## config.mk

```make
export PLATFORM = sky130hd
export DESIGN_NAME = alu8_core
export DESIGN_NICKNAME = d
export VERILOG_FILES = /design/src/rtl/alu8_pkg.sv /design/src/rtl/alu8_addsub.sv /design/src/rtl/alu8_bitops.sv /design/src/rtl/alu8_flagmask.sv /design/src/rtl/alu8_core.sv
export SDC_FILE = /design/constraint.sdc
export NUM_CORES = 1
export LEC_CHECK = 0
export BUFFER_PORTS_ARGS = -buffer_cell sky130_fd_sc_hd__buf_2
export CORE_MARGIN = 1
export CORE_UTILIZATION = 39
export CTS_CLUSTER_DIAMETER = 120
export DETAILED_ROUTE_END_ITERATION = 7
export PLACE_DENSITY = 0.65
export SLEW_MARGIN = 15
export SYNTH_ARGS = -nofsm -noshare
export SYNTH_HDL_FRONTEND = slang
export SYNTH_HIERARCHICAL = 1
export SYNTH_SLANG_ARGS = --single-unit
```

## constraint.sdc

```tcl
create_clock -name clk -period 0.8 [get_ports clk]
set_input_delay 0.04 -clock clk [delete_from_list [all_inputs] [get_ports clk]]
set_output_delay 0.04 -clock clk [all_outputs]
set_load 0.05 [all_outputs]
```

## src/rtl/alu8_pkg.sv

```systemverilog
package alu8_pkg;

    typedef enum logic [4:0] {
        OP_ADD  = 5'd0,
        OP_ADC  = 5'd1,
        OP_SUB  = 5'd2,
        OP_SBC  = 5'd3,
        OP_AND  = 5'd4,
        OP_OR   = 5'd5,
        OP_XOR  = 5'd6,
        OP_COM  = 5'd7,
        OP_NEG  = 5'd8,
        OP_INC  = 5'd9,
        OP_DEC  = 5'd10,
        OP_LSL  = 5'd11,
        OP_LSR  = 5'd12,
        OP_ROL  = 5'd13,
        OP_ROR  = 5'd14,
        OP_ASR  = 5'd15,
        OP_SWAP = 5'd16,
        OP_SET  = 5'd17
    } alu_op_e;

    localparam int NFLAGS = 6;
    localparam int FC = 0;
    localparam int FZ = 1;
    localparam int FN = 2;
    localparam int FV = 3;
    localparam int FS = 4;
    localparam int FH = 5;

    typedef logic [NFLAGS-1:0] flag_vec_t;

    localparam flag_vec_t MASK_ALL   = 6'b111111;
    localparam flag_vec_t MASK_LOGIC = 6'b011110;
    localparam flag_vec_t MASK_SHIFT = 6'b011111;
    localparam flag_vec_t MASK_NONE  = 6'b000000;

endpackage

```

## src/rtl/alu8_addsub.sv

```systemverilog
module alu8_addsub #(
    parameter int W = 8
) (
    input  logic [W-1:0] a_i,
    input  logic [W-1:0] b_i,
    input  logic         cin_i,
    input  logic         sub_i,
    output logic [W-1:0] sum_o,
    output logic         co_o,
    output logic         hc_o,
    output logic         ov_o
);
    localparam int NIB = W / 2;

    logic [W-1:0]   b_eff;
    logic           c_eff;
    logic [W:0]     full;
    logic [NIB:0]   low;

    always_comb begin
        b_eff = sub_i ? ~b_i : b_i;
        c_eff = sub_i ? ~cin_i : cin_i;
        full  = {1'b0, a_i} + {1'b0, b_eff} + {{W{1'b0}}, c_eff};
        low   = {1'b0, a_i[NIB-1:0]} + {1'b0, b_eff[NIB-1:0]} + {{NIB{1'b0}}, c_eff};
        sum_o = full[W-1:0];
        co_o  = sub_i ? ~full[W] : full[W];
        hc_o  = sub_i ? ~low[NIB] : low[NIB];
        ov_o  = (a_i[W-1] == b_eff[W-1]) && (full[W-1] != a_i[W-1]);
    end

endmodule

```

## src/rtl/alu8_bitops.sv

```systemverilog
module alu8_bitops
    import alu8_pkg::*;
#(
    parameter int W = 8
) (
    input  alu_op_e      op_i,
    input  logic [W-1:0] a_i,
    input  logic [W-1:0] b_i,
    input  logic         cin_i,
    output logic [W-1:0] res_o,
    output logic         cout_o
);
    localparam int NIB = W / 2;

    always_comb begin
        res_o  = a_i;
        cout_o = cin_i;
        case (op_i)
            OP_AND:  res_o = a_i & b_i;
            OP_OR:   res_o = a_i | b_i;
            OP_XOR:  res_o = a_i ^ b_i;
            OP_COM: begin
                res_o  = ~a_i;
                cout_o = 1'b1;
            end
            OP_LSL: begin
                res_o  = {a_i[W-2:0], 1'b0};
                cout_o = a_i[W-1];
            end
            OP_LSR: begin
                res_o  = {1'b0, a_i[W-1:1]};
                cout_o = a_i[0];
            end
            OP_ROL: begin
                res_o  = {a_i[W-2:0], cin_i};
                cout_o = a_i[W-1];
            end
            OP_ROR: begin
                res_o  = {cin_i, a_i[W-1:1]};
                cout_o = a_i[0];
            end
            OP_ASR: begin
                res_o  = {a_i[W-1], a_i[W-1:1]};
                cout_o = a_i[0];
            end
            OP_SWAP: res_o = {a_i[NIB-1:0], a_i[W-1:NIB]};
            OP_SET:  res_o = '1;
            default: begin
                res_o  = a_i;
                cout_o = cin_i;
            end
        endcase
    end

endmodule

```

## src/rtl/alu8_flagmask.sv

```systemverilog
module alu8_flagmask
    import alu8_pkg::*;
(
    input  alu_op_e   op_i,
    output flag_vec_t mask_o
);
    always_comb begin
        case (op_i)
            OP_ADD, OP_ADC, OP_SUB, OP_SBC, OP_NEG:
                mask_o = MASK_ALL;
            OP_AND, OP_OR, OP_XOR, OP_INC, OP_DEC:
                mask_o = MASK_LOGIC;
            OP_COM, OP_LSL, OP_LSR, OP_ROL, OP_ROR, OP_ASR:
                mask_o = MASK_SHIFT;
            default:
                mask_o = MASK_NONE;
        endcase
    end

endmodule

```

## src/rtl/alu8_core.sv

```systemverilog
module alu8_core
    import alu8_pkg::*;
#(
    parameter int W = 8
) (
    input  logic              clk,
    input  logic              rst_n,
    input  logic [4:0]        op_i,
    input  logic [W-1:0]      a_i,
    input  logic [W-1:0]      b_i,
    input  logic [NFLAGS-1:0] flags_i,
    output logic [W-1:0]      res_o,
    output logic [NFLAGS-1:0] flags_o
);
    typedef struct packed {
        logic [W-1:0] res;
        flag_vec_t    flg;
    } alu_state_t;

    alu_op_e      op;
    logic         cin;

    logic [W-1:0] as_a;
    logic [W-1:0] as_b;
    logic         as_cin;
    logic         as_sub;
    logic [W-1:0] as_sum;
    logic         as_co;
    logic         as_hc;
    logic         as_ov;

    logic [W-1:0] bo_res;
    logic         bo_co;
    flag_vec_t    mask;

    alu_state_t   state_d;
    alu_state_t   state_q;

    assign op  = alu_op_e'(op_i);
    assign cin = flags_i[FC];

    // operand steering for the shared adder/subtractor
    always_comb begin
        as_a   = a_i;
        as_b   = b_i;
        as_cin = 1'b0;
        as_sub = 1'b0;
        case (op)
            OP_ADC: as_cin = cin;
            OP_SUB: as_sub = 1'b1;
            OP_SBC: begin
                as_sub = 1'b1;
                as_cin = cin;
            end
            OP_NEG: begin
                as_a   = '0;
                as_b   = a_i;
                as_sub = 1'b1;
            end
            OP_INC: as_b = {{(W-1){1'b0}}, 1'b1};
            OP_DEC: begin
                as_b   = {{(W-1){1'b0}}, 1'b1};
                as_sub = 1'b1;
            end
            default: ;
        endcase
    end

    alu8_addsub #(.W(W)) u_addsub (
        .a_i   (as_a),
        .b_i   (as_b),
        .cin_i (as_cin),
        .sub_i (as_sub),
        .sum_o (as_sum),
        .co_o  (as_co),
        .hc_o  (as_hc),
        .ov_o  (as_ov)
    );

    alu8_bitops #(.W(W)) u_bitops (
        .op_i   (op),
        .a_i    (a_i),
        .b_i    (b_i),
        .cin_i  (cin),
        .res_o  (bo_res),
        .cout_o (bo_co)
    );

    alu8_flagmask u_mask (
        .op_i   (op),
        .mask_o (mask)
    );

    // next-state computation
    always_comb begin
        logic      use_adder;
        logic      n_raw;
        logic      v_raw;
        logic      c_raw;
        logic      h_raw;
        flag_vec_t raw;

        use_adder = 1'b0;
        case (op)
            OP_ADD, OP_ADC, OP_SUB, OP_SBC, OP_NEG, OP_INC, OP_DEC:
                use_adder = 1'b1;
            default: use_adder = 1'b0;
        endcase

        state_d.res = use_adder ? as_sum : bo_res;
        c_raw       = use_adder ? as_co  : bo_co;
        h_raw       = use_adder ? as_hc  : flags_i[FH];
        n_raw       = state_d.res[W-1];

        case (op)
            OP_LSL, OP_LSR, OP_ROL, OP_ROR, OP_ASR:
                v_raw = n_raw ^ c_raw;
            default:
                v_raw = use_adder ? as_ov : 1'b0;
        endcase

        raw[FC] = c_raw;
        raw[FZ] = (state_d.res == '0);
        raw[FN] = n_raw;
        raw[FV] = v_raw;
        raw[FS] = n_raw ^ v_raw;
        raw[FH] = h_raw;

        state_d.flg = (raw & mask) | (flags_i & ~mask);
    end

    always_ff @(posedge clk or negedge rst_n) begin
        if (!rst_n) begin
            state_q <= '0;
        end else begin
            state_q <= state_d;
        end
    end

    assign res_o   = state_q.res;
    assign flags_o = state_q.flg;

endmodule

```

# Yosys cells after proc, flatten, opt, wreduce, memory -nomap -nowiden
# Memories as Yosys holds them, arrays and structs flattened.
# Index checks and enable logic that the tools add are counted.
[classes]
add_sub_neg = 4
n_reduce_logical = 10
mux = 17
eq_ne = 19
bitwise = 14
[ops]
columns = ["op", "n"]
rows = [
  ["$pmux 8 s11", 1],
  ["$eq 5x4->1 const B", 8],
  ["$mux 8", 3],
  ["$eq 5x3->1 const B", 4],
  ["$not 8->8", 2],
  ["$pmux 8 s2", 1],
  ["$and 6x6->6", 2],
  ["$eq 5x2->1 const B", 2],
  ["$eq 5x5->1 const B", 2],
  ["$mux 1", 10],
  ["$add 8x8->9", 1],
  ["$add 9x1->9", 1],
  ["$and 8x8->8", 1],
  ["$logic_not 8->1", 1],
  ["$or 8x8->8", 1],
  ["$xor 8x8->8", 1],
  ["$reduce_or 7->1", 1],
  ["$mux 6", 1],
  ["$not 6->6", 1],
  ["$or 6x6->6", 1],
  ["$reduce_or 2->1", 3],
  ["$add 4x4->5", 1],
  ["$add 5x1->5", 1],
  ["$eq 5x1->1 const B", 1],
  ["10 further kinds", 13],
]
[word_totals]
input_bits = 29
output_inout_bits = 14
reg_bits = 14
word_cells = 67
memories = 1
romBits = 32
[mem_list]
columns = ["memory", "words", "word_bits", "rd", "rd_clocked_by_memory_dff", "write_ports", "line", "source"]
rows = [
  ["(no name shown)", 16, 2, 1, 0, 0, "alu8_flagmask.sv:8", "case (op_i)"],
]

# Longest topological paths before layout
# Gate-level depths: netlist (run 1).
[depth]
ltp_word = 15
depth_mapped = 15
depth_no_buf = 14

# By module
# Netlist (run 1), hierarchy kept.
[by_module_without_submodules]
columns = ["module", "area_each_um2", "cells_each", "seq_area_each_um2", "n_inst"]
rows = [
  ["alu8_bitops", 1151.1, 159, 0.0, 1],
  ["alu8_core", 814.5, 80, 350.3, 1],
  ["alu8_addsub", 424.2, 50, 0.0, 1],
  ["alu8_flagmask", 90.1, 13, 0.0, 1],
]

# Worst setup path after synthesis (run 1)
# Ideal clock, no wire load.
[synth_timing]
path_kind = "input to register"
from = "in op_i[2]"
to = "reg state_q, in the netlist flags_o[4]"
path_buffers = 1
stages = 15
setup_slack_ps = -2607
required_ps = 674
setup_ps = 126
t_arrival_ps = 3281
path_cell_list = "nor2_1 -> nand2_1 -> nor3_1 -> buf_4 -> a22oi_1 -> xor2_1 -> fa_1 -> fa_1 -> a211oi_1 -> o21bai_1 -> a31oi_1 -> xnor2_1 -> mux2i_1 -> nor2b_1 -> o32a_1"
[synth_lines]
columns = ["element", "line", "source"]
rows = [
  ["from (decl)", "alu8_core.sv:8", "input logic [4:0] op_i,"],
  ["to (signal assigned)", "alu8_core.sv:136", "state_q <= state_d;"],
  ["to (decl)", "alu8_core.sv:37", "alu_state_t state_q;"],
]

==> results of run 1 <==
[worst min-delay path by stage]
stage | start | cells after the start | endpoint
final | flags_i[4] | 2 | flags_o[4]$_DFF_PN0_
after detailed placement | rst_n | 1 | flags_o[4]$_DFF_PN0_
after global routing | flags_i[2] | 3 | flags_o[2]$_DFF_PN0_
after global placement | rst_n | 1 | flags_o[2]$_DFF_PN0_
after floorplan | rst_n | 0 | flags_o[0]$_DFF_PN0_
after CTS | flags_i[4] | 2 | flags_o[4]$_DFF_PN0_
[flip-flops by register name (all words and copies together), names as in the netlist]
register	flops
flags_o	6
res_o	8
[area by class of cell]
type                    instances  area (sq um)
fillers                       511          2240
multi-input cells             238          2090
repair buffers                139          1100
well taps                      75          93.8
flip-flops and latches         14           350
clock buffers                   3          41.3
inverters                      30           113
[power groups by stage]
| stage | clock, mW | sequential (mW) | combinational [mW] |
|---|---|---|---|
| after floorplan | 0 | 1.25 | 1.25 |
| after detailed placement | 0 | 0.850 | 2.65 |
| after CTS | 0.563 | 0.866 | 2.90 |
| after global routing | 0.617 | 0.881 | 3.29 |
| after global placement | 0 | 0.847 | 2.60 |
| final | 0.565 | 0.865 | 3.06 |
[metrics by stage]
| stage | TNS (ns) | total power, mW | hold slack [ns] | cell area (sq um) |
|---|---|---|---|---|
| global route | -23.27 | 4.79 | 0.0406 | 3780 |
| global placement | -24.98 | 3.45 | -0.0642 | 3420 |
| finish | -21.49 | 4.48 | 0.0206 | 3780 |
| CTS | -20.53 | 4.33 | 0.0262 | 3700 |
| detailed placement | -26.10 | 3.49 | -0.0594 | 3420 |
| floorplan | -22.64 | 2.50 | -0.256 | 2570 |
[cells by family after synthesis]
logic type	Yosys count
mux	20
buf+inv	50
xor+xnor	20
fa+ha+maj	27
flops	14
compound gates	86
simple gates	85
[routing by layer]
layer / global-route usage, % / share of wire (%) / vias up
met4: 6.32 / 1.2 / 0
met1: 28.2 / 43 / 1295
met5: 0 / 0 / -
met3: 1.56 / 4.1 / 11
met2: 42.3 / 52 / 86
li1: - / - / 1354
[timing repair]
| action | 4_1_cts | 5_1_grt |
|---|---|---|
| endpoints found under the setup margin | 28 | 28 |
| buffers inserted | 5 | 6 |
| pin swaps | 22 | 7 |
| cloned | 1 | 0 |
| resized for setup | 56 | 8 |
| hold buffers | 1 | 0 |
| hold endpoints to repair | 14 | 0 |
[placed cells by master, fill, tap and decap left out, types with 4 or more instances in the layout]
cell | Yosys | routed
a21o_1 | 6 | 6
o32a_1 | 4 | 4
nor2_1 | 24 | 22
buf_2 | 9 | 23
a211oi_1 | 8 | 6
a21oi_1 | 14 | 10
a31oi_1 | 12 | 12
xor2_1 | 10 | 7
o21ai_0 | 10 | 9
nand2_1 | 11 | 10
nor3_1 | 8 | 6
buf_4 | 7 | 88
xnor2_1 | 10 | 7
mux2_4 | 0 | 5
mux2_2 | 12 | 7
nor2b_1 | 11 | 11
buf_6 | 0 | 23
a22o_1 | 7 | 7
inv_1 | 30 | 30
dfrtp_1 | 14 | 14
mux2i_1 | 6 | 5
ha_1 | 25 | 25
==> run summary, run 1 <==
Status: finished, violations left
Violated checks: setup timing
Setup repair after global routing missed its margin: true
Clock transition at path regs: 0.05 ns
Share of synthesized area spent on multiplexers: 9.69%
Crit. path cell count: 16
Sequential share of the synthesized area: 14.1%
Worst path buffer plus inverter count: 2
Sw Share: 41.3%
Overall track demand over capacity in global routing: 22.9%
Share of flip-flops with an asynchronous set or reset: 100%
Width of the die: 81.7 microns
Required time of the critical path: 0.93 ns
Measured slew at the worst slew-check pin: 0.748 ns
Relative area change from synthesis to final layout: 52.5%
Crit-path max FO: 3
Least setup slack across all paths after layout: -1.89 ns
Routed wirelength normalized by instance count: 14.9 microns
Maximum clock frequency: 372 MHz
Boundary Pins: 43
Adder-cell share of the synthesized area: 14.2%
Avg Cell Area, Syn: 8.21 sq um
Most used DFF post-synth: dfrtp_1
Net count after synthesis: 358
Share of post-route cells with drive strength above 1: 44.3%
Proportion of power drawn by combinational gates: 68.1%
Post-detailed-route DRC marker count: 0
Synthesized-area fraction occupied by and/or/nand/nor cells: 19.4%
Int Pwr: 2.63 mW
Total die area: 0.00668 sq mm
Slowest Stage Delay on Critical Path: 0.39 ns
Estimated wirelength of the detail-placed design: 5710 microns
Cell type with the highest occurrence count on the critical path: fa_2
Final slew viol count: 0
Critical path capture point type: flop
Number of standard cells in the layout, taps in and fillers out: 499
Final worst-path cycle share: 336%
Initial standard-cell utilization of the core: 41.2%
Overflow left after global routing: 0
Count of mapped cells out of synthesis: 302
Total detailed-routing wirelength: 7430 microns
Post-synthesis compound-gate area fraction: 26.4%
Cell count after placement: 485
Number of buffers on the longest clock path: 2
Total leakage power: 1.83 nW
Placeable Area: 0.00603 sq mm
Detailed Route Iter0 Violations: 166
Path class of the lowest-slack min-delay path: in2reg
Post-synth design cell area: 0.00248 sq mm
Power per unit of standard cell area: 1190 mW/mm^2
Vias in the first global route: 2582
Distinct cells, synth: 57
Combinational family with the most area after synthesis: compound AO/OA/AOI/OAI gates
Final RePlAce weighted congestion: 0.905
Time the final worst path needs with I/O delays and setup: 2.69 ns
Setup Viol. Count Final: 28
Standard-cell rows: 28
Commonest cells in the netlist: inv_1, ha_1, nor2_1
Cell family with most CP delay: adder cells
Seq cells post-synth: 14
Dominant cells by area after synthesis: dfrtp_1, ha_1, mux2_2
Cts bufs inserted: 3
Drt first pass iters: 4
Area share of the largest cell type after synthesis: 14.1%
Slew HR: 49.8%
Port Buffer Count: 42
Clock network power share: 12.6%
Arrival time worst endpoint: 2.82 ns
Classification of the worst setup path: in2reg
Net switching component of the power: 1.85 mW
Kind of start point of the critical path: input port
CTS HTree Levels: 1
Routed via count divided by cell count: 5.50
Vertical die dimension: 81.7 microns
Fraction of the core area covered by cells at the end of the flow: 62.8%
Worst Setup EP: flags_o[3]$_DFF_PN0_
Remaining antenna violation count after routing: 0
Crit-path cells: buf_8 > nor2_4 > nand2_2 > nor3_4 > a22oi_2 > xor2_2 > fa_2 > fa_2 > a211oi_2 > o21bai_1 > a31oi_1 > xnor2_1 > mux2i_1 > buf_4 > xnor2_2 > o21ai_1
Launching instance or port of the critical path: op_i[2]
Maximum number of pins on one net before global-route repair: 39
Final hold violation count: 0
Antenna violations before repair: 0
Number of sinks on the clock net: 14
# diodes: 0
Number of flops mapped to enable cells by yosys: 0
Number of warnings issued by yosys: 6
Clock Root Buffer: clkbuf_8
Total Nets Final: 482
Detailed-route via count: 2746
Wire length of the first global-routing pass: 11800 microns
Xor and xnor area share after synthesis: 7.06%
Cell accounting for the most synthesized area: dfrtp_1
Reported max-cap violation count: 0
Fraction of power consumed by sequential logic: 19.3%
Clock tree from TritonCTS: done
Worst-path cell with the longest stage delay: fa_2
Worst-case vdd ir drop: 1.44 mV
Most frequent cell after synthesis: inv_1
Setup slack after placement: -2.24 ns
Note: power is estimated with default switching activity, not from simulation.
==> inputs of run 2 (changes only) <==
Settings changed: PLACE_DENSITY 0.65 to 0.66, SYNTH_HIERARCHICAL 1 to not set.
==> run 2 against run 1 <==
The flow still finishes with violations (setup timing). Worst hold slack better by 0.0012 ns. Area after synthesis decreased by 14%. Clock-buffer cell count rose by 1. Total power fell by 3.1%. Combinational power is 7.5% lower. Utilization is 6.0 points higher. Critical path type unchanged. Largest power group unchanged.
==> run summary, run 2 <==
Required time of the critical path: 0.93 ns
Setup slack after placement: -2.52 ns
Final hold violation count: 0
Status: finished, violations left
Maximum clock frequency: 329 MHz
Worst-case vdd ir drop: 0.946 mV
Estimated wirelength of the detail-placed design: 5550 microns
Final slew viol count: 0
Sequential share of the synthesized area: 16.5%
Post-detailed-route DRC marker count: 0
Commonest cells in the netlist: ha_1, inv_1, a22oi_1
Wire length of the first global-routing pass: 11700 microns
Clock transition at path regs: 0.05 ns
Remaining antenna violation count after routing: 0
Critical path capture point type: flop
Path class of the lowest-slack min-delay path: in2reg
Setup repair after global routing missed its margin: true
Maximum number of pins on one net before global-route repair: 20
Final worst-path cycle share: 380%
Standard-cell rows: 26
Vertical die dimension: 75.9 microns
Global routing usage on met2: 49.5%
Slew HR: 62.9%
Overall track demand over capacity in global routing: 27.0%
Power per unit of standard cell area: 1220 mW/mm^2
Reported max-cap violation count: 0
Initial standard-cell utilization of the core: 41.2%
Width of the die: 75.9 microns
Antenna violations before repair: 0
Avg Cell Area, Syn: 7.95 sq um
Most frequent cell after synthesis: ha_1
Least setup slack across all paths after layout: -2.24 ns
Count of mapped cells out of synthesis: 268
Routed wirelength normalized by instance count: 16.1 microns
Classification of the worst setup path: in2reg
Post-synth design cell area: 0.00213 sq mm
Met3 global-route usage: 1.72%
Arrival time worst endpoint: 3.17 ns
Overflow left after global routing: 0
Placeable Area: 0.00517 sq mm
Busiest layer in global routing: met2
Clock tree from TritonCTS: done
Detailed-route via count: 2598
Final RePlAce weighted congestion: 0.927
Crit-path cells: buf_8 > inv_8 > ha_4 > or3_4 > nand3_4 > a22oi_2 > xor2_2 > fa_2 > inv_2 > fa_2 > buf_6 > a31oi_4 > xnor2_1 > o22ai_1 > a31oi_1 > or4_4 > o41ai_2
Cell type with the highest occurrence count on the critical path: fa_2
Port Buffer Count: 42
Share of flip-flops with an asynchronous set or reset: 100%
Commonest cells after routing, fill and taps aside: buf_4, buf_2, inv_1, ha_1, buf_6
Number of sinks on the clock net: 14
CTS HTree Levels: 1
Crit-path max FO: 3
Fraction of the core area covered by cells at the end of the flow: 68.7%
Dominant cells by area after synthesis: dfrtp_1, ha_1, a22oi_1
Number of flops mapped to enable cells by yosys: 0
Relative area change from synthesis to final layout: 66.9%
Met1 Resource Use GR: 32.8%
Number of buffers on the longest clock path: 2
Total Nets Final: 458
Cell accounting for the most synthesized area: dfrtp_1
Kind of start point of the critical path: input port
Number of warnings issued by yosys: 0
Measured slew at the worst slew-check pin: 0.555 ns
Cts bufs inserted: 3
Routed via count divided by cell count: 5.54
Drt first pass iters: 5
Clock Root Buffer: clkbuf_8
Overall Power: 4.34 mW
Share of post-route cells with drive strength above 1: 49.6%
Area share of the largest cell type after synthesis: 16.5%
Worst-path cell with the longest stage delay: or4_4
Net count after synthesis: 326
Seq cells post-synth: 14
Boundary Pins: 43
Setup Viol. Count Final: 27
# diodes: 0
Vias in the first global route: 2495
Total detailed-routing wirelength: 7540 microns
Detailed Route Iter0 Violations: 174
Violated checks: setup timing
Total die area: 0.00576 sq mm
Time the final worst path needs with I/O delays and setup: 3.04 ns
Distinct cells, synth: 59
Most used DFF post-synth: dfrtp_1
Most frequent standard cell in the layout excluding fill and tap cells: buf_4
Slowest Stage Delay on Critical Path: 0.53 ns
Total leakage power: 1.67 nW
Number of flip-flops in the largest register: 8
-- run 2: cell count changes after synthesis, sizes merged, moves of 6 or more --
cell and change:
a211oi -6, a22oi +21, a31oi -7, buf -6
mux2 -11, nand3 +6, nor2b -7
-- run 2: kinds of logic (layout without fill, tap and decap cells) --
family,after synthesis,after routing,synth area share (%)
buffers and inverters,42,173,8.64
adder cells (fa/ha/maj),29,29,17.7
multiplexers,3,3,1.47
AO/OA/AOI/OAI,86,86,29.4
XOR/XNOR,17,17,6.99
flip-flops,14,14,16.5
AND/OR/NAND/NOR,77,77,19.3
-- run 2: layout make-up --
cell class	instances	area, sq um
Timing Repair Buffer	143	1110
Sequential cell	14	350
Clock buffer	4	55.1
Inverter	26	111
Tap cell	70	87.6
Multi-Input combinational cell	212	1840
Fill cell	411	1620
-- run 2: path summary, 6_finish.rpt --
path	slack [ns]	from	endpoint	depth (start not counted)
min	0.02	flags_i[2]	flags_o[2]$_DFF_PN0_	3
max	-2.24	op_i[0]	flags_o[1]$_DFF_PN0_	17
min in group asynchronous	0.22	rst_n	flags_o[0]$_DFF_PN0_	2
max in group asynchronous	0.35	rst_n	res_o[0]$_DFF_PN0_	2
-- run 2: timing repair --
| action | CTS | global route |
|---|---|---|
| hold endpoints to repair | 14 | 0 |
| gates resized for setup | 53 | 12 |
| endpoints found under the setup margin | 28 | 28 |
| hold buffers | 1 | 0 |
| setup buffers | 4 | 9 |
| pin swaps | 20 | 18 |
-- run 2: report_power, final --
part	internal, mW	switching, mW
clock network	0.435	0.231
logic	1.33	1.50
registers	0.807	0.0469
-- run 2: stage by stage --
step	instance area (sq um)	setup TNS, ns	instances	hold WS (ns)
6_report	3550	-24.85	469	0.0218
4_1_cts	3450	-23.58	462	0.0188
5_1_grt	3550	-26.64	469	0.0481
3_3_place_gp	3160	-28.14	453	-0.0674
3_5_place_dp	3160	-28.92	453	-0.0625
2_1_floorplan	2330	-24.43	268	-0.256
-- run 2: worst max-delay path: cells and delay by family --
kind	cells	cell delay [ns]
AO/OA/AOI/OAI	5	0.72
buffers and inverters	4	0.31
adder cells (fa/ha/maj)	3	0.79
AND/OR/NAND/NOR	3	1.01
XOR/XNOR	2	0.30
-- run 2: metal layers --
metal  share of wire (%)  vias up
met3                 6.0       32
met4                 3.9        0
met1                  40     1202
met2                  50      109
met5                   0        -
li1                    -     1255
==> inputs of run 3 (changes only) <==
--- a/constraint.sdc
+++ b/constraint.sdc
@@ -3,2 +3,2 @@
 set_output_delay 0.04 -clock clk [all_outputs]
-set_load 0.05 [all_outputs]
+set_load 0.1 [all_outputs]
==> run 3 against run 2 <==
The flow still finishes with violations (setup timing). Setup slack improved by 0.12 ns. Via count is 0.85% lower. Cell area rose by 0.60%. Routed wire length decreased by 5.2%. Critical path type unchanged.
==> run summary, run 3 (same netlist as run 2, synthesis figures left out) <==
Startpoint of the tightest hold check path: flags_i[1]
Required time of the critical path: 0.94 ns
Estimated wirelength of the detail-placed design: 5800 microns
Detailed Route Iter0 Violations: 131
Path class of the lowest-slack min-delay path: in2reg
Reported max-cap violation count: 0
Cts bufs inserted: 3
Routed via count divided by cell count: 5.58
Share of post-route cells with drive strength above 1: 49.2%
Drt first pass iters: 6
Total Nets Final: 451
Detailed-route via count: 2576
Fraction of the core area covered by cells at the end of the flow: 69.1%
Critical path capture point type: flop
Violated checks: setup timing
Remaining antenna violation count after routing: 0
Post-detailed-route DRC marker count: 0
Initial standard-cell utilization of the core: 41.2%
Overall track demand over capacity in global routing: 25.7%
Classification of the worst setup path: in2reg
Int Pwr: 2.72 mW
Worst-path cell with the longest stage delay: o21ai_0
Vertical die dimension: 75.9 microns
Total die area: 0.00576 sq mm
Maximum number of pins on one net before global-route repair: 15
Clock Root Buffer: clkbuf_8
Slowest Stage Delay on Critical Path: 0.39 ns
Crit-path max FO: 13
Total leakage power: 1.65 nW
Fraction of power consumed by sequential logic: 18.6%
Final hold violation count: 0
Port Buffer Count: 42
Routed wirelength normalized by instance count: 15.5 microns
Slew HR: 59.7%
Placeable Area: 0.00517 sq mm
Setup repair after global routing missed its margin: true
Status: finished, violations left
Number of sinks on the clock net: 14
Worst-case vdd ir drop: 1.10 mV
Wire length of the first global-routing pass: 11200 microns
Final worst-path cycle share: 365%
Number of flip-flops in the largest register: 8
Least setup slack across all paths after layout: -2.12 ns
Overall Power: 4.85 mW
Net switching component of the power: 2.13 mW
Proportion of power drawn by combinational gates: 67.8%
Power per unit of standard cell area: 1360 mW/mm^2
Kind of start point of the critical path: input port
Vias in the first global route: 2469
Final slew viol count: 0
Most frequent standard cell in the layout excluding fill and tap cells: buf_4
Antenna violations before repair: 0
Sw Share: 44.0%
Measured slew at the worst slew-check pin: 0.601 ns
# diodes: 0
CTS HTree Levels: 1
Clock network power share: 13.6%
Setup TNS after final layout: -24.82 ns
Final RePlAce weighted congestion: 0.949
Overflow left after global routing: 0
Boundary Pins: 43
Setup Viol. Count Final: 28
Launching instance or port of the critical path: op_i[0]
Maximum clock frequency: 343 MHz
Time the final worst path needs with I/O delays and setup: 2.92 ns
Clock tree from TritonCTS: done
Arrival time worst endpoint: 3.06 ns
Commonest cells after routing, fill and taps aside: buf_4, buf_2, inv_1, ha_1, a22oi_1
Setup slack after placement: -2.52 ns
Crit-path cells: buf_12 > ha_2 > buf_4 > o21ai_0 > xnor2_2 > fa_2 > inv_2 > fa_2 > a21oi_2 > o211ai_1 > nor2_1 > xor2_1 > a221oi_2 > buf_4 > o41ai_2
Relative area change from synthesis to final layout: 67.9%
Total detailed-routing wirelength: 7150 microns
Width of the die: 75.9 microns
Clock transition at path regs: 0.05 ns
Number of buffers on the longest clock path: 2
Standard-cell rows: 26
-- run 3: changes by cell type in the layout (fill, tap and decap cells not counted), moves of 2 or more --
cell and delta:
buf_4 -2, nor2_2 -2, dfrtp_1 -12, buf_6 -19, dfrtp_2 +12, nor2_1 +2, buf_12 +14
-- run 3: final timing paths --
| check | to | cells past startpoint |
|---|---|---|
| setup / recovery | flags_o[1]$_DFF_PN0_ | 15 |
| max in group asynchronous | res_o[0]$_DFF_PN0_ | 2 |
| min in group asynchronous | res_o[6]$_DFF_PN0_ | 2 |
| hold / removal | flags_o[1]$_DFF_PN0_ | 3 |
-- run 3: per-layer routing --
| metal | vias to the layer above | track usage, % | share of wire (%) |
|---|---|---|---|
| met3 | 16 | 1.19 | 6.7 |
| met1 | 1206 | 31.9 | 40 |
| met5 | - | 0 | 0 |
| li1 | 1237 | - | - |
| met2 | 117 | 47.7 | 51 |
| met4 | 0 | 7.20 | 1.9 |
-- run 3: critical path, delay by kind of cell --
family	cells	cell delay, ns
buffers and inverters	4	0.50
adders and majority gates	3	0.83
xor gates and xnor gates	2	0.40
and+or+nand+nor	1	0.18
AOI/OAI and AO/OA	5	1.11
-- run 3: cell type report --
cell class	instances	area [sq um]
multi-input cells	212	1800
fillers	421	1600
repair buffers	136	1160
flip-flops and latches	14	365
inverters	26	111
well taps	70	87.6
clock buffers	4	55.1
-- run 3: what timing repair did --
action	4_1_cts	5_1_grt
endpoints found under the hold margin	14	0
setup buffers	6	2
gates resized for setup	15	9
pin swaps	14	10
hold buffers	1	0
endpoints found under the setup margin	28	28
-- run 3: stage by stage --
step	area, sq um	hold WS, ns	std cells
global placement	3350	-0.0643	450
detailed placement	3350	-0.0592	450
floorplan	2350	-0.256	268
CTS	3510	0.0177	460
global route	3580	0.0326	462
finish	3580	0.0162	462
-- run 3: power groups by stage --
stage,clock (mW),sequential (mW),combinational [mW]
2_1_floorplan,0,1.59,1.12
3_3_place_gp,0,0.912,3.02
3_5_place_dp,0,0.917,3.07
4_1_cts,0.670,0.907,3.19
5_1_grt,0.684,0.915,3.49
6_report,0.660,0.904,3.29
